## src/rtl/irqc_pkg.sv

```systemverilog
// Package: shared constants and the serial-transfer marker type for the
// read-to-clear interrupt controller.
package irqc_pkg;

    // Number of event sources handled by default.
    localparam int unsigned IRQC_SRC_DEF = 8;

    // Markers that the serial port logic delivers, one cycle each.
    typedef struct packed {
        logic cmd_done;   // command byte finished
        logic cmd_clear;  // command selects the clearing read
        logic data_done;  // data byte finished
    } xfer_mark_t;

endpackage

```

## src/rtl/irqc_flag_bank.sv

```systemverilog
// Module: sticky status flags.
// Each flag is set by its event pulse and cleared by a capture-clear
// strobe. Only the bits captured at that edge are cleared, and a
// same-cycle event wins over the clear.
// Assumes: event pulses are synchronous to clk and one cycle wide.
module irqc_flag_bank #(
    parameter int unsigned N = 8
) (
    input  logic         clk,
    input  logic         rst_n,
    input  logic [N-1:0] evt,
    input  logic         clr_take,
    output logic [N-1:0] status_q
);

    logic [N-1:0] clr_mask;

    // Purpose: pick the bits to clear, which are the ones being captured now.
    always_comb begin
        clr_mask = clr_take ? status_q : '0;
    end

    for (genvar i = 0; i < N; i++) begin : g_flag
        // Purpose: per-bit set/clear with the event taking priority.
        always_ff @(posedge clk) begin
            if (!rst_n) begin
                status_q[i] <= 1'b0;
            end else if (evt[i]) begin
                status_q[i] <= 1'b1;
            end else if (clr_mask[i]) begin
                status_q[i] <= 1'b0;
            end
        end
    end

endmodule

```

## src/rtl/irqc_capture.sv

```systemverilog
// Module: status snapshot for the serial data byte.
// Loads the status at the command-byte boundary and holds it until the
// next read.
// Assumes: take is a one-cycle marker.
module irqc_capture #(
    parameter int unsigned N = 8
) (
    input  logic         clk,
    input  logic         rst_n,
    input  logic         take,
    input  logic [N-1:0] status,
    output logic [N-1:0] snap_q
);

    // Purpose: hold the last captured status value.
    always_ff @(posedge clk) begin
        if (!rst_n) begin
            snap_q <= '0;
        end else if (take) begin
            snap_q <= status;
        end
    end

endmodule

```

## src/rtl/irqc_gate.sv

```systemverilog
// Module: enable mask, clearing-read window and interrupt output.
// The line is low when an enabled flag is pending and no clearing read is
// in its data phase.
// Assumes: a clearing read always ends with a data_done marker. A new
// command marker takes priority over a data_done in the same cycle.
module irqc_gate
    import irqc_pkg::*;
#(
    parameter int unsigned N = 8
) (
    input  logic         clk,
    input  logic         rst_n,
    input  logic         en_wr,
    input  logic [N-1:0] en_data,
    input  xfer_mark_t   mark,
    input  logic [N-1:0] status,
    output logic [N-1:0] enable_q,
    output logic         hold_q,
    output logic         irq_n
);

    logic pending;

    // Purpose: enable register, written as a whole.
    always_ff @(posedge clk) begin
        if (!rst_n) begin
            enable_q <= '0;
        end else if (en_wr) begin
            enable_q <= en_data;
        end
    end

    // Purpose: mask window from the clearing command to the end of the data byte.
    always_ff @(posedge clk) begin
        if (!rst_n) begin
            hold_q <= 1'b0;
        end else if (mark.cmd_done && mark.cmd_clear) begin
            hold_q <= 1'b1;
        end else if (mark.data_done) begin
            hold_q <= 1'b0;
        end
    end

    // Purpose: combine pending enabled flags with the mask window.
    always_comb begin
        pending = |(status & enable_q);
        irq_n   = !(pending && !hold_q);
    end

endmodule

```

## src/rtl/irq_status_ctrl.sv

```systemverilog
// Module: top of the read-to-clear interrupt controller.
// Connects the flag bank, the snapshot register and the interrupt gate.
// Assumes: the serial port logic supplies the one-cycle markers in the
// order command-done, then data-done.
module irq_status_ctrl
    import irqc_pkg::*;
#(
    parameter int unsigned N_SRC = IRQC_SRC_DEF
) (
    input  logic             clk,
    input  logic             rst_n,
    input  logic [N_SRC-1:0] evt_i,
    input  logic             en_wr_i,
    input  logic [N_SRC-1:0] en_data_i,
    input  logic             cmd_done_i,
    input  logic             cmd_clear_i,
    input  logic             data_done_i,
    output logic [N_SRC-1:0] rd_data_o,
    output logic             irq_n_o
);

    xfer_mark_t       mark;
    logic [N_SRC-1:0] status_q;
    logic [N_SRC-1:0] enable_q;
    logic             hold_q;
    logic             clr_take;

    // Purpose: bundle the transfer markers and derive the clear strobe.
    always_comb begin
        mark.cmd_done  = cmd_done_i;
        mark.cmd_clear = cmd_clear_i;
        mark.data_done = data_done_i;
        clr_take       = cmd_done_i && cmd_clear_i;
    end

    irqc_flag_bank #(.N(N_SRC)) u_flags (
        .clk      (clk),
        .rst_n    (rst_n),
        .evt      (evt_i),
        .clr_take (clr_take),
        .status_q (status_q)
    );

    irqc_capture #(.N(N_SRC)) u_snap (
        .clk    (clk),
        .rst_n  (rst_n),
        .take   (cmd_done_i),
        .status (status_q),
        .snap_q (rd_data_o)
    );

    irqc_gate #(.N(N_SRC)) u_gate (
        .clk      (clk),
        .rst_n    (rst_n),
        .en_wr    (en_wr_i),
        .en_data  (en_data_i),
        .mark     (mark),
        .status   (status_q),
        .enable_q (enable_q),
        .hold_q   (hold_q),
        .irq_n    (irq_n_o)
    );

endmodule

```

## config.mk

```make
export PLATFORM = sky130hd
export DESIGN_NAME = irq_status_ctrl
export DESIGN_NICKNAME = d
export VERILOG_FILES = /design/src/rtl/irqc_pkg.sv /design/src/rtl/irqc_flag_bank.sv /design/src/rtl/irqc_capture.sv /design/src/rtl/irqc_gate.sv /design/src/rtl/irq_status_ctrl.sv
export SDC_FILE = /design/constraint.sdc
export NUM_CORES = 1
export LEC_CHECK = 0
export BUFFER_PORTS_ARGS = -buffer_cell sky130_fd_sc_hd__buf_2
export CAP_MARGIN = 10
export CORE_MARGIN = 3
export CORE_UTILIZATION = 44
export DETAILED_ROUTE_END_ITERATION = 16
export HOLD_SLACK_MARGIN = 0.03
export PLACE_DENSITY = 0.73
export SYNTH_ARGS = -nofsm -noshare
export SYNTH_HDL_FRONTEND = slang
export SYNTH_SLANG_ARGS = --single-unit
```

## constraint.sdc

```tcl
create_clock -name clk -period 0.8 [get_ports clk]
set_clock_uncertainty 0.2 [all_clocks]
set_input_delay 0.04 -clock clk [delete_from_list [all_inputs] [get_ports clk]]
set_output_delay 0.04 -clock clk [all_outputs]
set_load 0.02 [all_outputs]
```

-- Word level (Yosys, flattened, before mapping)
Cells that the tools add are included.
- register bits: 25
- bits of input ports: 22
- word-level logic and storage cells: 45
- mux-type cells: 19
- bitwise operators: 1
- reduce and logical (&&, ||, !) cells: 14
- operators by type and width (operator ; count):
    two-way mux 1 bit ; 18
    nonzero test 2 bit ; 9
    bitwise AND 8 bit ; 1
    two-way mux 8 bit ; 1
    OR reduction 8 bit ; 1
    logical AND 1 bit ; 2
    logical NOT 1 bit ; 2

-- Longest topological paths before layout
Gate-level depths: netlist of run 1.
- depth in word-level cells: 4
- depth in mapped cells: 4
- depth with buffers taken out: 2

-- Cells and area by module
From an unflattened synthesis of run 1, not the netlist that was laid out.
- cell total of the unflattened synthesis: 85
- area total of the unflattened synthesis: 962.2 um^2
- modules (own cells, without submodules) (module ; instances ; cells an instance ; area an instance (um^2) ; seq. area each (um^2)):
    irqc_gate ; 1 ; 34 ; 379.1 ; 180.2
    irqc_capture ; 1 ; 25 ; 301.5 ; 160.2
    irqc_flag_bank ; 1 ; 25 ; 275.3 ; 160.2
    irq_status_ctrl ; 1 ; 1 ; 6.3 ; 0.0

-- Least setup slack after synthesis of run 1
No wires, ideal clock.
- kind: reg2out
- from: register u_flags.status_q[2]
- to: output port irq_n_o
- arrival: 0.755 ns
- setup slack: -0.195 ns
- cell stages (with the launch flop): 3
- buffers on the path: 0
- cells stage by stage: dfxtp_1 > a22oi_1 > a41o_1
- word-level cells in the longest chain between the ends: 4
- RTL lines (element ; RTL line ; text):
    from (decl) ; irqc_flag_bank.sv:13 ; output logic [N-1:0] status_q
    from (signal, indexed assignment) ; irqc_flag_bank.sv:27 ; status_q[i] <= 1'b0;
    from (signal, indexed assignment) ; irqc_flag_bank.sv:29 ; status_q[i] <= 1'b1;
    from (signal, indexed assignment) ; irqc_flag_bank.sv:31 ; status_q[i] <= 1'b0;
    bitwise AND 8 bit ; irqc_gate.sv:46 ; pending = |(status & enable_q);
    OR reduction 8 bit ; irqc_gate.sv:46 ;
    logical AND 1 bit ; irqc_gate.sv:47 ; irq_n = !(pending && !hold_q);
    logical NOT 1 bit ; irqc_gate.sv:47 ;
    to (decl) ; irq_status_ctrl.sv:19 ; output logic irq_n_o
Every way passes these cells.

-- Worst setup path after layout of run 1
- from: register u_gate.enable_q[3]
- to: output port irq_n_o
- word-level cells in the longest chain between the ends: 4
- RTL lines (element ; RTL line ; text):
    from (decl) ; irqc_gate.sv:17 ; output logic [N-1:0] enable_q,
    from (signal assigned) ; irqc_gate.sv:29 ; enable_q <= en_data;
    bitwise AND 8 bit ; irqc_gate.sv:46 ;
    OR reduction 8 bit ; irqc_gate.sv:46 ;
    logical AND 1 bit ; irqc_gate.sv:47 ;
    logical NOT 1 bit ; irqc_gate.sv:47 ;
Every way passes these cells.

==> results of run 1 <==
-- cell type report --
type	count	area, um^2	share of cell area
sequential	25	531	0.388
multi-input combinational	56	453	0.332
tap	27	33.8	0.0247
clock buffer	3	22.5	0.0165
clock inverter	1	5.00	0.00366
timing repair buffer	39	322	0.235
-- worst reg2reg max path: cells and delay by family, from the launching register on --
kind,cells,cell delay (ns)
buffers and inverters,1,0.11
AO/OA/AOI/OAI,2,0.30
flip-flops,1,0.36
-- logic make-up (layout without fill, tap and decap cells) --
family / count (synthesis) / count (layout) / share of synthesized area
simple gates: 18 / 18 / 0.112
compound gates: 22 / 22 / 0.170
mux: 16 / 16 / 0.162
buf+inv: 5 / 43 / 0.0482
flops: 25 / 25 / 0.508
-- metrics by stage --
stage | hold WS (ns) | TNS (ns) | setup WS (ns)
4_1_cts | -0.284 | -4.99 | -0.612
2_1_floorplan | -0.0362 | -0.918 | -0.186
5_1_grt | -0.293 | -6.39 | -0.680
6_report | -0.277 | -5.00 | -0.613
3_3_place_gp | 0.0484 | -2.62 | -0.278
3_5_place_dp | 0.0526 | -3.02 | -0.303
-- metal layers --
layer | part of all wire | vias up | GRT usage
met5 | 0 | - | 0
met4 | 0.0079 | 0 | 0.0383
met3 | 0.057 | 4 | 0.0592
met2 | 0.50 | 21 | 0.276
met1 | 0.44 | 318 | 0.179
li1 | - | 376 | -
-- power by group through the flow --
stage / registers (uW) / logic [uW] / clock network [uW]
after floorplan: 1410 / 196 / 0
after global placement: 1390 / 352 / 0
after detailed placement: 1390 / 360 / 0
after CTS: 1390 / 412 / 569
after global routing: 1400 / 451 / 623
final: 1390 / 413 / 546
-- worst paths after layout --
check,endpoint,slack (ns),depth (start not counted)
hold reg to reg,u_gate.enable_q[1]$_SDFFE_PN0P_,0.33,2
setup reg to reg,u_flags.status_q[2]$_SDFFE_PN0P_,-0.26,3
hold / removal,u_flags.status_q[3]$_SDFFE_PN0P_,-0.28,2
setup / recovery,irq_n_o,-0.61,3
-- flip-flops by register name, summed over array words and instances, names as in the netlist --
| name | cells |
|---|---|
| u_gate.hold_q | 1 |
| u_snap.snap_q | 8 |
| u_flags.status_q | 8 |
| u_gate.enable_q | 8 |
-- layout by cell type (no fill, tap or decap), drive strengths merged --
cell type  synthesis  layout
a21boi             9       9
nor2b             16      16
dfxtp             25      25
nand2              1       1
a22oi              4       4
clkinv             0       1
o21a               8       8
a41o               1       1
nand2b             1       1
clkbuf             1       3
buf                4      39
mux2i             16      16
-- what timing repair did --
item                                    CTS  global route
gates resized for setup                  38             5
setup buffers                             2             1
pin swaps                                 3             0
endpoints found under the setup margin   32            34
endpoints found under the hold margin    25            25
==> reports/results.ini, run 1 <==
[sta]
max_freq_ghz = 0.708
timing.final.crit_share = 1.77
rsz0062_at_grt = true
worst_pin_slew_ns = 0.247
slew_viol_final = 0
setup_violations = 34
fin_ws_ns = -0.613
hold_viol = 25
hold_slack_ns = -0.277
period_needed_ns = 1.41
max_slew_margin = 0.835

[cts]
tritoncts = built
cts_max_path_buffers = 2
insertion_delay_ns = 0.31
htreeDepth = 1
clk_pin_slew_ns = 0.13
root_buffer = clkbuf_4
numCtsBuffers = 3
cts.sinks = 25

[run_status]
status = complete, but fails checks
violations = hold timing, setup timing

[critical_path]
path_class = reg -> out
required_ns = 0.56
cp-start-kind = register
cpPeakStageDelay_ns = 0.35
cp_top_family = compound AO/OA/AOI/OAI gates
r2r-start = u_flags.status_q[2]$_SDFFE_PN0P_
cp.arrival_ns = 1.17
crit_fanout = 2
end_kind = primary output
cpMaxStageDelayCell = dfxtp_2
startpoint = u_gate.enable_q[3]$_SDFFE_PN0P_
crit_buf_inv = 1
path_cells = a22oi_2, a41o_1, buf_6

[detailed_routing]
post_drt_via_cell_ratio = 4.76
num_vias = 719
finalWirelength_um = 1900
drcViolationCount = 0
routedWlPerCell_um = 12.6
drt_first_iter_violations = 3
antenna_left = 0
drt_first_pass_iters = 2

[global_routing]
grt_max_degree = 26
grtUsageTotal = 0.158
grt_pass1_vias = 753
antenna_found_initial = 0
grt_pass1_wl_um = 3190
overflow = 0

[power_and_ir_drop]
switching_power_uw = 579
p_leak_uw = 0.000607
ir_drop_mv = 1.69
finalPower_uw = 2350
p_sw_frac = 0.246
combPwrFrac = 0.176
seqPwrFrac = 0.592
power.density_nw_per_um2 = 1720
clkPwrFrac = 0.232
p_int_uw = 1770

[synthesis]
syn_area_um2 = 986
synth_ff_type = dfxtp_1
ys.warnings.count = 0
synth.most_common_cell = dfxtp_1
syn_nets = 108
postSynthCellCount = 86
ys_top_cells_by_area = dfxtp_1 (51%), mux2i_1 (16%), nor2b_1 (10%), a21boi_1 (6.9%), o21a_1 (6.1%)
ys_types = 14
yosys.area.top_type = dfxtp_1
synth_top_area_frac = 0.508
syn_avg_cell_area_um2 = 11.5
yosysSeqAreaShare = 0.508
async_reset_ff_frac = 0
synth-seq-cells = 25
synth_edf_count = 0
synth_commonest_cells = dfxtp_1 (25), mux2i_1 (16), nor2b_1 (16)

[die]
die-height_um = 53.3
initial_utilization = 0.483
io_pins = 31
die_area_um2 = 2840
die_x_um = 53.3
core_um2 = 2040
rows = 16

[cells_and_area]
stdcell_area_um2 = 1370
fin_nets = 147
nFillCells = 164
utilization = 0.669
finalNonFillerCells = 151
antenna_cells = 0
syn_to_final_growth_pct = 38.6
drive_gt1_frac = 0.565

[placed_design]
place_congestion = 0.802
placed_cells = 145
dp_hpwl_um = 1400
portBuffers = 30
place_area_um2 = 1210

[run]
maxCapViolCount = 0

[hold_path]
min_path_type = in -> reg
worstHoldStart = evt_i[3]

No activity file was read; power rests on OpenSTA's default activity.
==> run 2: changes to the inputs <==
==> constraint.sdc (replaced) <==
create_clock -name clk -period 1.1 [get_ports clk]
set_clock_uncertainty 0.2 [all_clocks]
set_input_delay 0.055 -clock clk [delete_from_list [all_inputs] [get_ports clk]]
set_output_delay 0.055 -clock clk [all_outputs]
set_load 0.02 [all_outputs]
==> run 2 against run 1 <==
  * The flow still finishes with violations (hold timing, setup timing)
  * Flip-flop and latch count unchanged
  * First-iteration DRC count rose by 100%
  * Core utilization rose by 5.7 points
  * Sequential power decreased by 28%
==> reports/results.ini, run 2 (synthesis gave the netlist of run 1 again) <==
[run_status]
status = complete, but fails checks
violations = hold timing, setup timing

[cts]
cts_hold_buf = 19
insertion_delay_ns = 0.31
numCtsBuffers = 3
cts_max_path_buffers = 2
tritoncts = built
clk_pin_slew_ns = 0.13
cts.sinks = 25
htreeDepth = 1
root_buffer = clkbuf_4

[critical_path]
path_class = reg -> out
cp.arrival_ns = 1.22
required_ns = 0.84
cp-start-kind = register
r2r_end = u_flags.status_q[5]$_SDFFE_PN0P_
r2r-start = u_flags.status_q[5]$_SDFFE_PN0P_
end_kind = primary output
regToRegSetupSlack_ns = 0.04
crit_fanout = 2
r2r_cells = 3

[run]
maxCapViolCount = 0

[cells_and_area]
reg_top3 = u_flags.status_q (8), u_gate.enable_q (8), u_snap.snap_q (8)
drive_gt1_frac = 0.401
final_cell_mix = buf_2 (20), dlygate4sd3_1 (19), mux2i_1 (16), nor2b_1 (16)
multi_input_area_um2 = 458
fin_nets = 165
syn_to_final_growth_pct = 50.4
seqCellArea_um2 = 515
stdcell_area_um2 = 1480
final_common_cell = buf_2
antenna_cells = 0
nFillCells = 155

[power_and_ir_drop]
switching_power_uw = 439
p_sw_frac = 0.250
combPwrFrac = 0.195
p_leak_uw = 0.000661
power.density_nw_per_um2 = 1180
seqPwrFrac = 0.573
clkPwrFrac = 0.232
ir_drop_mv = 0.901
p_int_uw = 1310

[hold_path]
hold_path_depth = 4
worstHoldStart = cmd_done_i
min_path_type = in -> reg
hold_end = u_gate.hold_q$_SDFFE_PN0P_

[die]
io_pins = 31
die_x_um = 53.3
core_um2 = 2040
rows = 16
die_area_um2 = 2840
initial_utilization = 0.483
die-height_um = 53.3

[detailed_routing]
drt_first_pass_iters = 4
num_vias = 821
antenna_left = 0
drt_first_iter_violations = 6
post_drt_via_cell_ratio = 4.86
routedWlPerCell_um = 13.9
finalWirelength_um = 2350
drcViolationCount = 0

[placed_design]
portBuffers = 30
place_congestion = 0.702
dp_slack_ns = -0.0115
place_area_um2 = 1180
dp_hpwl_um = 1450

[sta]
slew_viol_final = 0
period_needed_ns = 1.48
max_slew_margin = 0.846
max_freq_ghz = 0.676
setup_violations = 1
tns_ns = -0.379
timing.final.crit_share = 1.34
rsz0062_at_grt = true
hold_viol = 10
fin_ws_ns = -0.379
worst_pin_slew_ns = 0.231
hold_slack_ns = -0.0513

[global_routing]
grtUsageTotal = 0.182
grt_pass1_vias = 849
overflow = 0
grt_pass1_wl_um = 3710
antenna_found_initial = 0
grt_max_degree = 26

## run 2: cell count changes in the layout (fill, tap and decap cells not counted), sizes merged
cell / before / now
clkinv: 1 / 0
buf: 39 / 37
dlygate4sd3: 0 / 19
clkbuf: 3 / 5
## run 2: worst max-delay path by stage
stage                                     startpoint       to  cells after the start
floorplan           u_flags.status_q[2]$_SDFFE_PN0P_  irq_n_o                      2
global placement    u_flags.status_q[3]$_SDFFE_PN0P_  irq_n_o                      3
detailed placement  u_flags.status_q[3]$_SDFFE_PN0P_  irq_n_o                      3
CTS                 u_flags.status_q[3]$_SDFFE_PN0P_  irq_n_o                      3
global route        u_flags.status_q[3]$_SDFFE_PN0P_  irq_n_o                      3
finish              u_flags.status_q[3]$_SDFFE_PN0P_  irq_n_o                      3
## run 2: area by class of cell
type                       instances  area share
clock buffer                       4      0.0177
multi-input combinational         56       0.309
sequential                        25       0.348
tap                               27      0.0228
timing repair buffer              57       0.303
## run 2: critical path: stages (launching register included)
cell	delay, ns
dfxtp_2	0.35
a22oi_2	0.23
a41o_1	0.21
buf_6	0.12
## run 2: power groups by stage
stage / registers, uW / logic, uW / clock network, uW
after floorplan: 1020 / 143 / 0
after global placement: 1010 / 249 / 0
after detailed placement: 1010 / 257 / 0
after CTS: 996 / 328 / 413
after global routing: 1010 / 368 / 467
final: 1000 / 342 / 407
## run 2: what timing repair did
action / CTS / global route
gates resized for setup: 8 / 21
buffers inserted: 2 / 0
pin swaps: 2 / 1
hold endpoints to repair: 25 / 14
endpoints found under the setup margin: 1 / 12
## run 2: per-stage QoR
stage	util	std cells	total power, uW
floorplan	-	86	1170
global placement	0.578	144	1260
detailed placement	0.578	144	1270
CTS	0.703	169	1740
global route	0.726	169	1850
finish	0.726	169	1750
## run 2: layer usage
layer	share of wire	GRT usage	vias to the layer above
li1	-	-	412
met3	0.033	0.0366	4
met4	0.016	0.0851	0
met2	0.53	0.329	22
met5	0	0	-
met1	0.42	0.199	383
==> run 3: changes to the inputs <==
--- a/config.mk
+++ b/config.mk
@@ -8,10 +8,11 @@
 export BUFFER_PORTS_ARGS = -buffer_cell sky130_fd_sc_hd__buf_2
 export CAP_MARGIN = 10
 export CORE_MARGIN = 3
-export CORE_UTILIZATION = 44
+export CORE_UTILIZATION = 43
 export DETAILED_ROUTE_END_ITERATION = 16
 export HOLD_SLACK_MARGIN = 0.03
-export PLACE_DENSITY = 0.73
+export PLACE_DENSITY = 0.72
 export SYNTH_ARGS = -nofsm -noshare
 export SYNTH_HDL_FRONTEND = slang
+export SYNTH_HIERARCHICAL = 1
 export SYNTH_SLANG_ARGS = --single-unit
==> run 3 against run 2 <==
  * The run ends with setup timing left
  * Worst setup slack better by 0.059 ns
  * Sequential share of layout area grew 0.90 points
  * Via count shrank 6.0%
  * Critical path type unchanged
==> reports/results.ini, run 3 <==
[run_status]
status = complete, but fails checks
violations = setup timing

[synthesis]
synth-seq-cells = 25
yosysSeqAreaShare = 0.520
yosys.area_share.adder = 0
ys.warnings.count = 6
synth_top_area_frac = 0.520
synth_top_family_by_area = simple AND/OR/NAND/NOR gates
synthXorXnorAreaFrac = 0
async_reset_ff_frac = 0
ys_top_cells_by_area = dfxtp_1 (52%), mux2i_1 (17%), nor2b_1 (16%), o21a_1 (6.2%), a22oi_1 (3.1%)
syn_area_um2 = 962
syn_nets = 107
synth_simple_gate_area_frac = 0.173
syn_avg_cell_area_um2 = 11.3
postSynthCellCount = 85
synth_commonest_cells = dfxtp_1 (25), nor2b_1 (24), mux2i_1 (16)
synth-compound-area-share = 0.112
ys_types = 12
synth_ff_type = dfxtp_1
muxShareOfSynthArea = 0.166
synth.most_common_cell = dfxtp_1
yosys.area.top_type = dfxtp_1
synth_edf_count = 0

[power_and_ir_drop]
p_leak_uw = 0.000640
seqPwrFrac = 0.593
clkPwrFrac = 0.224
p_sw_frac = 0.233
switching_power_uw = 395
power.density_nw_per_um2 = 1170
p_int_uw = 1300
combPwrFrac = 0.183
ir_drop_mv = 0.898

[cells_and_area]
final_cell_mix = nor2b_1 (24), dlygate4sd3_1 (21), buf_2 (19)
final_common_cell = nor2b_1
nFillCells = 164
drive_gt1_frac = 0.379
seqCellArea_um2 = 517
stdcell_area_um2 = 1450
antenna_cells = 0
reg_top3 = u_flags/status_q (8), u_gate/enable_q (8), u_snap/snap_q (8)
multi_input_area_um2 = 454
syn_to_final_growth_pct = 50.6
fin_nets = 163

[global_routing]
antenna_found_initial = 0
grt_pass1_vias = 802
grt_max_degree = 26
grt_pass1_wl_um = 3340
overflow = 0
grtUsageTotal = 0.159

[cts]
htreeDepth = 1
clk_pin_slew_ns = 0.12
tritoncts = built
root_buffer = clkbuf_4
cts_max_path_buffers = 2
numCtsBuffers = 3
insertion_delay_ns = 0.30
cts.sinks = 25

[critical_path]
path_class = reg -> out
cp_top_family = compound AO/OA/AOI/OAI gates
cpPeakStageDelay_ns = 0.35
end_kind = primary output
cp.arrival_ns = 1.16
crit_fanout = 3
required_ns = 0.84
path_cells = a22oi_2, a41o_1, buf_6
cp-start-kind = register
cpMaxStageDelayCell = dfxtp_2
crit_buf_inv = 1

[sta]
slew_viol_final = 0
worst_pin_slew_ns = 0.282
period_needed_ns = 1.42
setup_violations = 1
fin_ws_ns = -0.320
max_slew_margin = 0.812
timing.final.crit_share = 1.29
hold_viol = 0
max_freq_ghz = 0.704
rsz0062_at_grt = true

[die]
die-height_um = 53.3
die_area_um2 = 2840
rows = 16
io_pins = 31
die_x_um = 53.3
initial_utilization = 0.471
core_um2 = 2040

[detailed_routing]
drcViolationCount = 0
drt_first_iter_violations = 3
drt_first_pass_iters = 2
num_vias = 772
post_drt_via_cell_ratio = 4.62
finalWirelength_um = 2000
routedWlPerCell_um = 12.0
antenna_left = 0

[placed_design]
dp_slack_ns = -0.00789
place_congestion = 0.684
place_area_um2 = 1130
dp_hpwl_um = 1340
portBuffers = 30

[hold_path]
min_path_type = in -> reg

[run]
maxCapViolCount = 0

## run 3: cell types whose count changed in the layout (fill, tap and decap cells not counted), sizes merged
cell and delta:
clkbuf +1, dlygate4sd3 +2, nor2b +8, buf -6, a21boi -8, and2 +1
## run 3: layer usage
metal	routed length (um)	up-vias	part of all wire	track usage
met2	1050	19	0.52	0.290
li1	-	404	-	-
met3	93	0	0.047	0.0366
met5	0	-	0	0
met4	0	0	0	0.0383
met1	855	349	0.43	0.183
## run 3: through the flow
step            util  setup TNS, ns  total power, uW  cells  hold WS, ns
6_report       0.710         -0.320             1690    167      0.00859
5_1_grt        0.710         -0.375             1790    167       0.0340
4_1_cts        0.692         -0.333             1710    167       0.0312
3_5_place_dp   0.551       -0.00789             1240    140       0.0672
3_3_place_gp   0.551       -0.00642             1230    140       0.0632
2_1_floorplan      -              0             1150     85      -0.0212
## run 3: power by group through the flow
stage	clock network [uW]	logic [uW]	registers [uW]
6_report	379	311	1000
5_1_grt	442	338	1010
4_1_cts	408	301	1000
3_5_place_dp	0	223	1010
3_3_place_gp	0	219	1010
2_1_floorplan	0	131	1020
## run 3: cells by family (layout without fill, tap and decap cells)
kind of cell	Yosys count	count (layout)
and+or+nand+nor	27	27
DFF	25	25
muxes	16	16
AOI/OAI and AO/OA	14	14
buffers and inverters	3	58
## run 3: cell type report
type | count | area share
Clock buffer | 4 | 0.0181
Multi-Input combinational cell | 57 | 0.313
Sequential cell | 25 | 0.357
Tap cell | 27 | 0.0233
Timing Repair Buffer | 54 | 0.288
## run 3: timing repair
item / 4_1_cts / 5_1_grt
pin swaps: 2 / 2
setup endpoints to repair: 3 / 17
setup buffers: 2 / 0
endpoints found under the hold margin: 25 / 0
hold buffers: 21 / 0
gates resized for setup: 14 / 16
## run 3: worst paths after layout
check	startpoint	to	cells past startpoint	slack [ns]
setup / recovery	u_flags/status_q[3]$_SDFFE_PN0P_	irq_n_o	3	-0.32
hold / removal	cmd_done_i	u_snap/snap_q[1]$_SDFFE_PN0P_	4	0.009
setup reg to reg	u_flags/status_q[5]$_SDFFE_PN0P_	u_flags/status_q[5]$_SDFFE_PN0P_	3	0.04
hold reg to reg	u_gate/hold_q$_SDFFE_PN0P_	u_gate/hold_q$_SDFFE_PN0P_	2	0.29
## run 3: tightest hold or removal path: cells and delay by family
kind,cells,cell delay [ns]
buffers and inverters,2,0.25
AND/OR/NAND/NOR,1,0.09
multiplexers,1,0.08
